==> config.mk <==
export PLATFORM = sky130hd
export DESIGN_NAME = pwr_mode_ctrl
export DESIGN_NICKNAME = d
export VERILOG_FILES = /design/src/rtl/pmc_pkg.sv /design/src/rtl/pmc_clk_mode.sv /design/src/rtl/pmc_start_delay.sv /design/src/rtl/pmc_pwr_fsm.sv /design/src/rtl/pwr_mode_ctrl.sv
export SDC_FILE = /design/constraint.sdc
export NUM_CORES = 1
export LEC_CHECK = 0
export ABC_CLOCK_PERIOD_IN_PS = 1610
export CORE_UTILIZATION = 35
export CTS_CLUSTER_SIZE = 14
export DETAILED_ROUTE_END_ITERATION = 6
export GPL_TIMING_DRIVEN = 0
export PLACE_DENSITY_LB_ADDON = 0.1
export SLEW_MARGIN = 20
export SYNTH_ARGS = -nofsm -noshare
export SYNTH_HDL_FRONTEND = slang
export SYNTH_HIERARCHICAL = 1
export SYNTH_SLANG_ARGS = --single-unit
==> constraint.sdc <==
create_clock -name clk -period 1.61 [get_ports clk]
set_input_delay 0.4025 -clock clk [delete_from_list [all_inputs] [get_ports clk]]
set_output_delay 0.4025 -clock clk [all_outputs]
set_load 0.05 [all_outputs]
==> src/rtl/pmc_pkg.sv <==
package pmc_pkg;

  typedef enum logic [1:0] {
    MODE_HS   = 2'b00,
    MODE_LS   = 2'b01,
    MODE_DUAL = 2'b10
  } clk_mode_e;

  typedef enum logic [1:0] {
    PS_RUN   = 2'b00,
    PS_HALT  = 2'b01,
    PS_IDLE  = 2'b10,
    PS_START = 2'b11
  } pwr_state_e;

  localparam int CFG_FAST_ON = 0;
  localparam int CFG_SLOW_ON = 1;
  localparam int CFG_DUAL_EN = 2;
  localparam int CFG_CSEL    = 3;
  localparam int PORT_HALT   = 7;
  localparam int PORT_IDLE   = 6;

  // Next clock mode for one config write, judged against the enable bits
  // stored before this write.
  function automatic clk_mode_e mode_step(clk_mode_e cur, logic [3:0] wd,
                                          logic fast_on_q, logic slow_on_q,
                                          logic fast_rdy, logic slow_rdy);
    clk_mode_e nxt = cur;
    case (cur)
      MODE_HS: begin
        if (slow_on_q && slow_rdy) begin
          if (wd[CFG_DUAL_EN])   nxt = MODE_DUAL;
          else if (wd[CFG_CSEL]) nxt = MODE_LS;
        end
      end
      MODE_LS: if (!wd[CFG_CSEL] && fast_on_q && fast_rdy) nxt = MODE_DUAL;
      default: nxt = cur;
    endcase
    return nxt;
  endfunction

endpackage

==> src/rtl/pmc_clk_mode.sv <==
module pmc_clk_mode
  import pmc_pkg::*;
(
  input  logic       clk,
  input  logic       rst_n,
  input  logic       cfg_we,
  input  logic [3:0] cfg_wdata,
  input  logic       fast_rdy,
  input  logic       slow_rdy,
  output clk_mode_e  mode,
  output logic       fast_on,
  output logic       slow_on,
  output logic       ev_mode_chg
);

  clk_mode_e mode_nxt;

  always_comb begin
    mode_nxt = mode;
    if (cfg_we)
      mode_nxt = mode_step(mode, cfg_wdata, fast_on, slow_on, fast_rdy, slow_rdy);
  end

  assign ev_mode_chg = (mode_nxt != mode);

  always_ff @(posedge clk or negedge rst_n) begin
    if (!rst_n) begin
      mode    <= MODE_HS;
      fast_on <= 1'b1;
      slow_on <= 1'b0;
    end else begin
      mode <= mode_nxt;
      if (cfg_we) begin
        fast_on <= cfg_wdata[CFG_FAST_ON];
        slow_on <= cfg_wdata[CFG_SLOW_ON];
      end
    end
  end

endmodule

==> src/rtl/pmc_start_delay.sv <==
module pmc_start_delay #(
  parameter int CPI = 5,
  parameter int DLY = 256
) (
  input  logic clk,
  input  logic rst_n,
  input  logic run,
  input  logic fast_rdy,
  output logic done
);

  localparam int SUB_W = $clog2(CPI + 1);
  localparam int INS_W = $clog2(DLY + 1);
  localparam logic [SUB_W-1:0] SUB_LAST = SUB_W'(CPI - 1);
  localparam logic [INS_W-1:0] INS_LAST = INS_W'(DLY - 1);

  logic [SUB_W-1:0] sub_q;
  logic [INS_W-1:0] ins_q;
  logic             sub_wrap;

  assign sub_wrap = run && fast_rdy && (sub_q == SUB_LAST);
  assign done     = sub_wrap && (ins_q == INS_LAST);

  always_ff @(posedge clk or negedge rst_n) begin
    if (!rst_n) begin
      sub_q <= '0;
      ins_q <= '0;
    end else if (!run) begin
      sub_q <= '0;
      ins_q <= '0;
    end else if (fast_rdy) begin
      sub_q <= sub_wrap ? '0 : sub_q + 1'b1;
      if (sub_wrap) ins_q <= ins_q + 1'b1;
    end
  end

endmodule

==> src/rtl/pmc_pwr_fsm.sv <==
module pmc_pwr_fsm
  import pmc_pkg::*;
#(
  parameter int CPI = 5,
  parameter int DLY = 256
) (
  input  logic       clk,
  input  logic       rst_n,
  input  logic       halt_set,
  input  logic       idle_set,
  input  logic       cyc_end,
  input  logic       wake_evt,
  input  logic       idle_tick,
  input  logic       fast_rdy,
  output pwr_state_e state,
  output logic       ev_take
);

  logic halt_q, idle_q, take_halt, take_idle, start_done;

  assign take_halt = (state == PS_RUN) && cyc_end && halt_q;
  assign take_idle = (state == PS_RUN) && cyc_end && !halt_q && idle_q;
  assign ev_take   = take_halt || take_idle;

  pmc_start_delay #(.CPI(CPI), .DLY(DLY)) delay_i (
    .clk      (clk),
    .rst_n    (rst_n),
    .run      (state == PS_START),
    .fast_rdy (fast_rdy),
    .done     (start_done)
  );

  always_ff @(posedge clk or negedge rst_n) begin
    if (!rst_n) begin
      state  <= PS_RUN;
      halt_q <= 1'b0;
      idle_q <= 1'b0;
    end else begin
      halt_q <= (halt_q || halt_set) && !ev_take;
      idle_q <= (idle_q || idle_set) && !ev_take;
      case (state)
        PS_RUN: begin
          if (take_halt)      state <= PS_HALT;
          else if (take_idle) state <= PS_IDLE;
        end
        PS_HALT:  if (wake_evt)   state <= PS_START;
        PS_START: if (start_done) state <= PS_RUN;
        PS_IDLE:  if (idle_tick)  state <= PS_RUN;
        default:  state <= PS_RUN;
      endcase
    end
  end

endmodule

==> src/rtl/pwr_mode_ctrl.sv <==
module pwr_mode_ctrl
  import pmc_pkg::*;
#(
  parameter int CPI = 5,
  parameter int DLY = 256
) (
  input  logic       clk,
  input  logic       rst_n,
  input  logic       cfg_we,
  input  logic [3:0] cfg_wdata,
  input  logic       port_we,
  input  logic [7:0] port_wdata,
  input  logic       cyc_end,
  input  logic       fast_rdy,
  input  logic       slow_rdy,
  input  logic       wake_evt,
  input  logic       idle_tick,
  input  logic       halt_dis,
  output logic       core_clk_en,
  output logic       fast_osc_en,
  output logic       slow_osc_en,
  output logic       idle_tmr_en,
  output logic [1:0] mode_code,
  output logic [1:0] pwr_state
);

  clk_mode_e  mode;
  pwr_state_e state;
  logic fast_on, slow_on, ev_mode_chg, ev_take;
  logic halt_set, idle_set;
  logic unused_port_bits;

  assign unused_port_bits = ^{port_wdata[5:0], ev_mode_chg, ev_take};
  assign halt_set = port_we && port_wdata[PORT_HALT] && !halt_dis;
  assign idle_set = port_we && port_wdata[PORT_IDLE];

  pmc_clk_mode mode_i (
    .clk         (clk),
    .rst_n       (rst_n),
    .cfg_we      (cfg_we),
    .cfg_wdata   (cfg_wdata),
    .fast_rdy    (fast_rdy),
    .slow_rdy    (slow_rdy),
    .mode        (mode),
    .fast_on     (fast_on),
    .slow_on     (slow_on),
    .ev_mode_chg (ev_mode_chg)
  );

  pmc_pwr_fsm #(.CPI(CPI), .DLY(DLY)) pwr_i (
    .clk       (clk),
    .rst_n     (rst_n),
    .halt_set  (halt_set),
    .idle_set  (idle_set),
    .cyc_end   (cyc_end),
    .wake_evt  (wake_evt),
    .idle_tick (idle_tick),
    .fast_rdy  (fast_rdy),
    .state     (state),
    .ev_take   (ev_take)
  );

  assign core_clk_en = (state == PS_RUN);
  assign fast_osc_en = (state != PS_HALT) &&
                       ((state == PS_START) || (mode != MODE_LS) || fast_on);
  assign slow_osc_en = (mode != MODE_HS) || slow_on;
  assign idle_tmr_en = (state != PS_HALT);
  assign mode_code   = mode;
  assign pwr_state   = state;

endmodule

# Word-level counts from Yosys, hierarchy flattened
# Cells that the tools add are included.
# word_totals
word_cells	77
mem_bits_ro	0
inputBits	22
mem_bits_rw	0
memories	0
register_bits	20
out_inout_bits	8
latchBits	0
# classes
n_bitwise	0
div_mod_pow	0
magnitude_cmp	0
multipliers	0
eq_ne	17
reduce_logical	33
muxes	17
shifts	0
addsub	2
# ops
operator	count
$mux W9	3
$mux W2	9
$logic_and A1 B1 Y1	16
$ne A2 B1 Y1 const B	6
$add A9 B1 Y9 const B	1
$eq A9 B8 Y1 const B	1
$mux W3	3
$pmux W2 S4	1
$logic_or A1 B1 Y1	6
$ne A2 B2 Y1 const B	3
$reduce_and A5 Y1	1
$eq A2 B1 Y1 const B	2
$eq A2 B2 Y1 const B	2
$logic_not A1 Y1	4
$logic_not A2 Y1	2
$pmux W2 S2	1
$reduce_and A4 Y1	1
$reduce_bool A2 Y1	2
$add A3 B1 Y3 const B	1
$eq A3 B3 Y1 const B	1
$ne A3 B1 Y1 const B	1
$ne A3 B3 Y1 const B	1
$reduce_and A2 Y1	1

# Logic depth before layout (Yosys ltp)
# logic_depth
ltp_word	7
depth_mapped	7
mapped_depth_nobuf	7

# Modules after synthesis
# The synthesis kept the hierarchy.
# by_module_without_submodules
module	area_each_um2	instances	cells_per_inst
pmc_start_delay	658.1	1	71
pmc_clk_mode	227.7	1	18
pmc_pwr_fsm	196.4	1	19
pwr_mode_ctrl	45.0	1	8

# Worst setup path after synthesis
# Ideal clock, no wire load.
# synth_timing
path_type	register -> output
from	register pwr_i.state[1]
to	output port fast_osc_en
t_required_ps	1207
path_slack_ps	-621
stages_incl_launch_ff	3
n_path_buf	0
t_arrival_ps	1828
cell_sequence	dfrtp_1 -> nand2b_1 -> o41a_1
# synth_via
elab_cells_between_ends	5
cone_classes	eq/ne (2); reduce/logical (3)
# synth_rtl
element	line	text
start, declared	pmc_pwr_fsm.sv:15	output pwr_state_e state,
start signal, assigned	pmc_pwr_fsm.sv:35	state <= PS_RUN;
start signal, assigned	pmc_pwr_fsm.sv:43	if (take_halt) state <= PS_HALT;
start signal, assigned	pmc_pwr_fsm.sv:44	else if (take_idle) state <= PS_IDLE;
$ne A2 B1 Y1	n/a	
named net idle_tmr_en	pwr_mode_ctrl.sv:22	output logic idle_tmr_en,
$logic_and A1 B1 Y1	pwr_mode_ctrl.sv:64	assign fast_osc_en = (state != PS_HALT) &&
end, declared	pwr_mode_ctrl.sv:20	output logic fast_osc_en,
# The timed path passes the listed nets, and every way through them passes these cells.

# Worst setup path in the final report
# layout_timing
from	register mode_i.mode[1]
to	output port fast_osc_en
# layout_via
elab_chain_len	4
# layout_rtl
element	line	text
start, declared	pmc_clk_mode.sv:10	output clk_mode_e mode,
start signal, assigned	pmc_clk_mode.sv:32	mode <= mode_nxt;
$ne A2 B1 Y1	pwr_mode_ctrl.sv:65	((state == PS_START) || (mode != MODE_LS) || fast_on);
$logic_or A1 B1 Y1 (2 in series)	pwr_mode_ctrl.sv:65	
$logic_and A1 B1 Y1	pwr_mode_ctrl.sv:64	
# No other way between the ends.

==> results.cfg <==
[routing]
vias = 956
drt_pre_antenna_iters = 4
via_per_inst = 4.88
wirelength_um = 2320
drtIter0Drc = 27
wl_per_cell_um = 11.8
antenna_left = 0
drc = 0

[place]
pre_cts_slack_ns = -0.470
dp_hpwl_um = 1560
placed_area_um2 = 1420
gp_congestion = 0.686
io_buffers = 23

[pwr]
ir_drop_uv = 513
p_total_mw = 1.57
power_density_nw_per_um2 = 979
p_leak_nw = 0.696

[die]
die_h_um = 58.4
fp.coreArea_um2 = 3030
num_rows = 20
start_util_pct = 36.8
die-area_um2 = 3410
die_w_um = 58.4
io_pins = 30

[global_route]
grt_max_degree = 21
grt_usage_pct = 14.8
first_global_vias = 926
antenna_found_initial = 0
grt_pass1_wl_um = 3850
grt_overflow_total = 0

[timing]
fmax_mhz = 565
tightest_slew_ns = 0.932
drv_slew = 0
final-setup-viol-count = 4
period_needed_ns = 1.77
grt_setup_unrepaired = true
timing.final.ws_setup_ns = -0.160
tns_ns = -0.401
finalCritPeriodShare_pct = 110
finalClockSkew_ns = 0.0106
hold_violations = 0
slew_headroom_pct = 37.7

[layout]
seq_area_um2 = 507
finalInstanceArea_um2 = 1600
final_nets = 179
drive_above_1_share_pct = 34.2
diodes = 0
area_delta_synth_final_pct = 43.9
nFillCells = 291
fin_util_pct = 53.0
multi_input_area_um2 = 654

[clock_tree]
clock_path_buffers = 2
root_buffer = clkbuf_4
numCtsBuffers = 3
clock_sinks = 20
cts_tree = yes
clock_latency_ns = 0.30
cts.clk_slew.worst_paths_ns = 0.12
htreeDepth = 1

[setup_path]
slowest_delay_ns = 0.48
worstPathCellList = o41a_4, buf_8
crit_end = fast_osc_en
ff2ff_setup_slack_ns = 0.05
end_kind = output pin
critPathKind = register to output pin
cp_max_fo = 5
reg2reg_to = pwr_i/state[1]$_DFFE_PN0P_
crit_slowest_cell = o41a_4
cp.required_ns = 1.21
critPathArrivalTime_ns = 1.37
path_depth = 2
crit_family = compound AO/OA/AOI/OAI gates
r2r_cells = 6
startpoint = mode_i/mode[1]$_DFF_PN0_
path_buf_inv = 1
r2r-start = pwr_i/delay_i/ins_q[3]$_DFFE_PN0P_
startpoint_type = register

[run_status]
violations = setup timing
status = finished, violations left

[flow_run]
max_cap_viol_count = 0

[synthesis]
yosys_warnings = 6
syn_nets = 140
avgSynthCellArea_um2 = 9.78
synth_area_um2 = 1110
syn-instance-count = 114

[hold_path]
hold_path_class = register to register
## report_power, final
part / internal (mW) / switching, mW / total [mW]
clock network: 0.0963 / 0.152 / 0.248
registers: 0.587 / 0.0899 / 0.676
logic: 0.333 / 0.312 / 0.646
total: 1.02 / 0.554 / 1.57
## sequential cells by signal (all words and copies together), names as in the netlist
name,cells
mode_i/fast_on,1
mode_i/mode,2
mode_i/slow_on,1
pwr_i/delay_i/ins_q,9
pwr_i/delay_i/sub_q,3
pwr_i/halt_q,1
pwr_i/idle_q,1
pwr_i/state,2
## per-layer routing
layer	GRT usage [%]	routed length, um	vias to the layer above
li1	-	-	479
met3	2.64	87	2
met4	5.10	13	0
met2	25.5	1180	20
met5	0	0	-
met1	18.6	1040	455
## worst min-delay path by stage
| stage | start | endpoint | slack [ns] | cells past startpoint |
|---|---|---|---|---|
| floorplan | rst_n | mode_i/mode[0]$_DFF_PN0_ | 0.11 | 0 |
| global placement | pwr_i/idle_q$_DFF_PN0_ | pwr_i/idle_q$_DFF_PN0_ | 0.48 | 2 |
| detailed placement | pwr_i/idle_q$_DFF_PN0_ | pwr_i/idle_q$_DFF_PN0_ | 0.49 | 2 |
| CTS | pwr_i/idle_q$_DFF_PN0_ | pwr_i/idle_q$_DFF_PN0_ | 0.52 | 2 |
| global route | pwr_i/idle_q$_DFF_PN0_ | pwr_i/idle_q$_DFF_PN0_ | 0.58 | 2 |
| finish | pwr_i/idle_q$_DFF_PN0_ | pwr_i/idle_q$_DFF_PN0_ | 0.52 | 2 |
## worst min-delay path: stages (launching register included)
cell and delay, ns:
dfrtp_1 0.37, nor2_1 0.05, nor2_1 0.07
## timing repair
action | in CTS | in global routing
buffers inserted | 9 | 3
pin swaps | 3 | 3
hold buffers | 0 | 0
endpoints found under the setup margin | 10 | 10
gates resized for setup | 41 | 15
## layout make-up
cell class / instances / area share, %
Buffer: 2 / 1.01
Multi-Input combinational cell: 83 / 40.8
Clock buffer: 4 / 1.64
Sequential cell: 20 / 31.6
Timing Repair Buffer: 35 / 19.7
Tap cell: 44 / 3.43
Inverter: 8 / 1.87
## layout by cell type (no fill, tap or decap), types with 2 or more instances in the layout
cell / n
nand2b_1: 3
buf_6: 2
buf_2: 2
clkbuf_4: 4
or3_1: 3
mux2i_1: 2
inv_1: 8
dfrtp_1: 15
dlygate4sd2_1: 2
nand3_1: 3
a21oi_1: 8
buf_4: 13
dfrtp_2: 4
clkdlybuf4s50_1: 14
nand2_1: 13
nor2_1: 10
nand3_4: 2
o21ai_0: 4
o31ai_1: 2
mux2_2: 2
ha_2: 2
## metrics by stage
step,hold slack [ns],std cells
after floorplan,0.107,114
after global placement,0.484,181
final,0.519,196
after global routing,0.580,196
after CTS,0.518,193
after detailed placement,0.489,181
No activity file was read; power rests on OpenSTA's default activity.
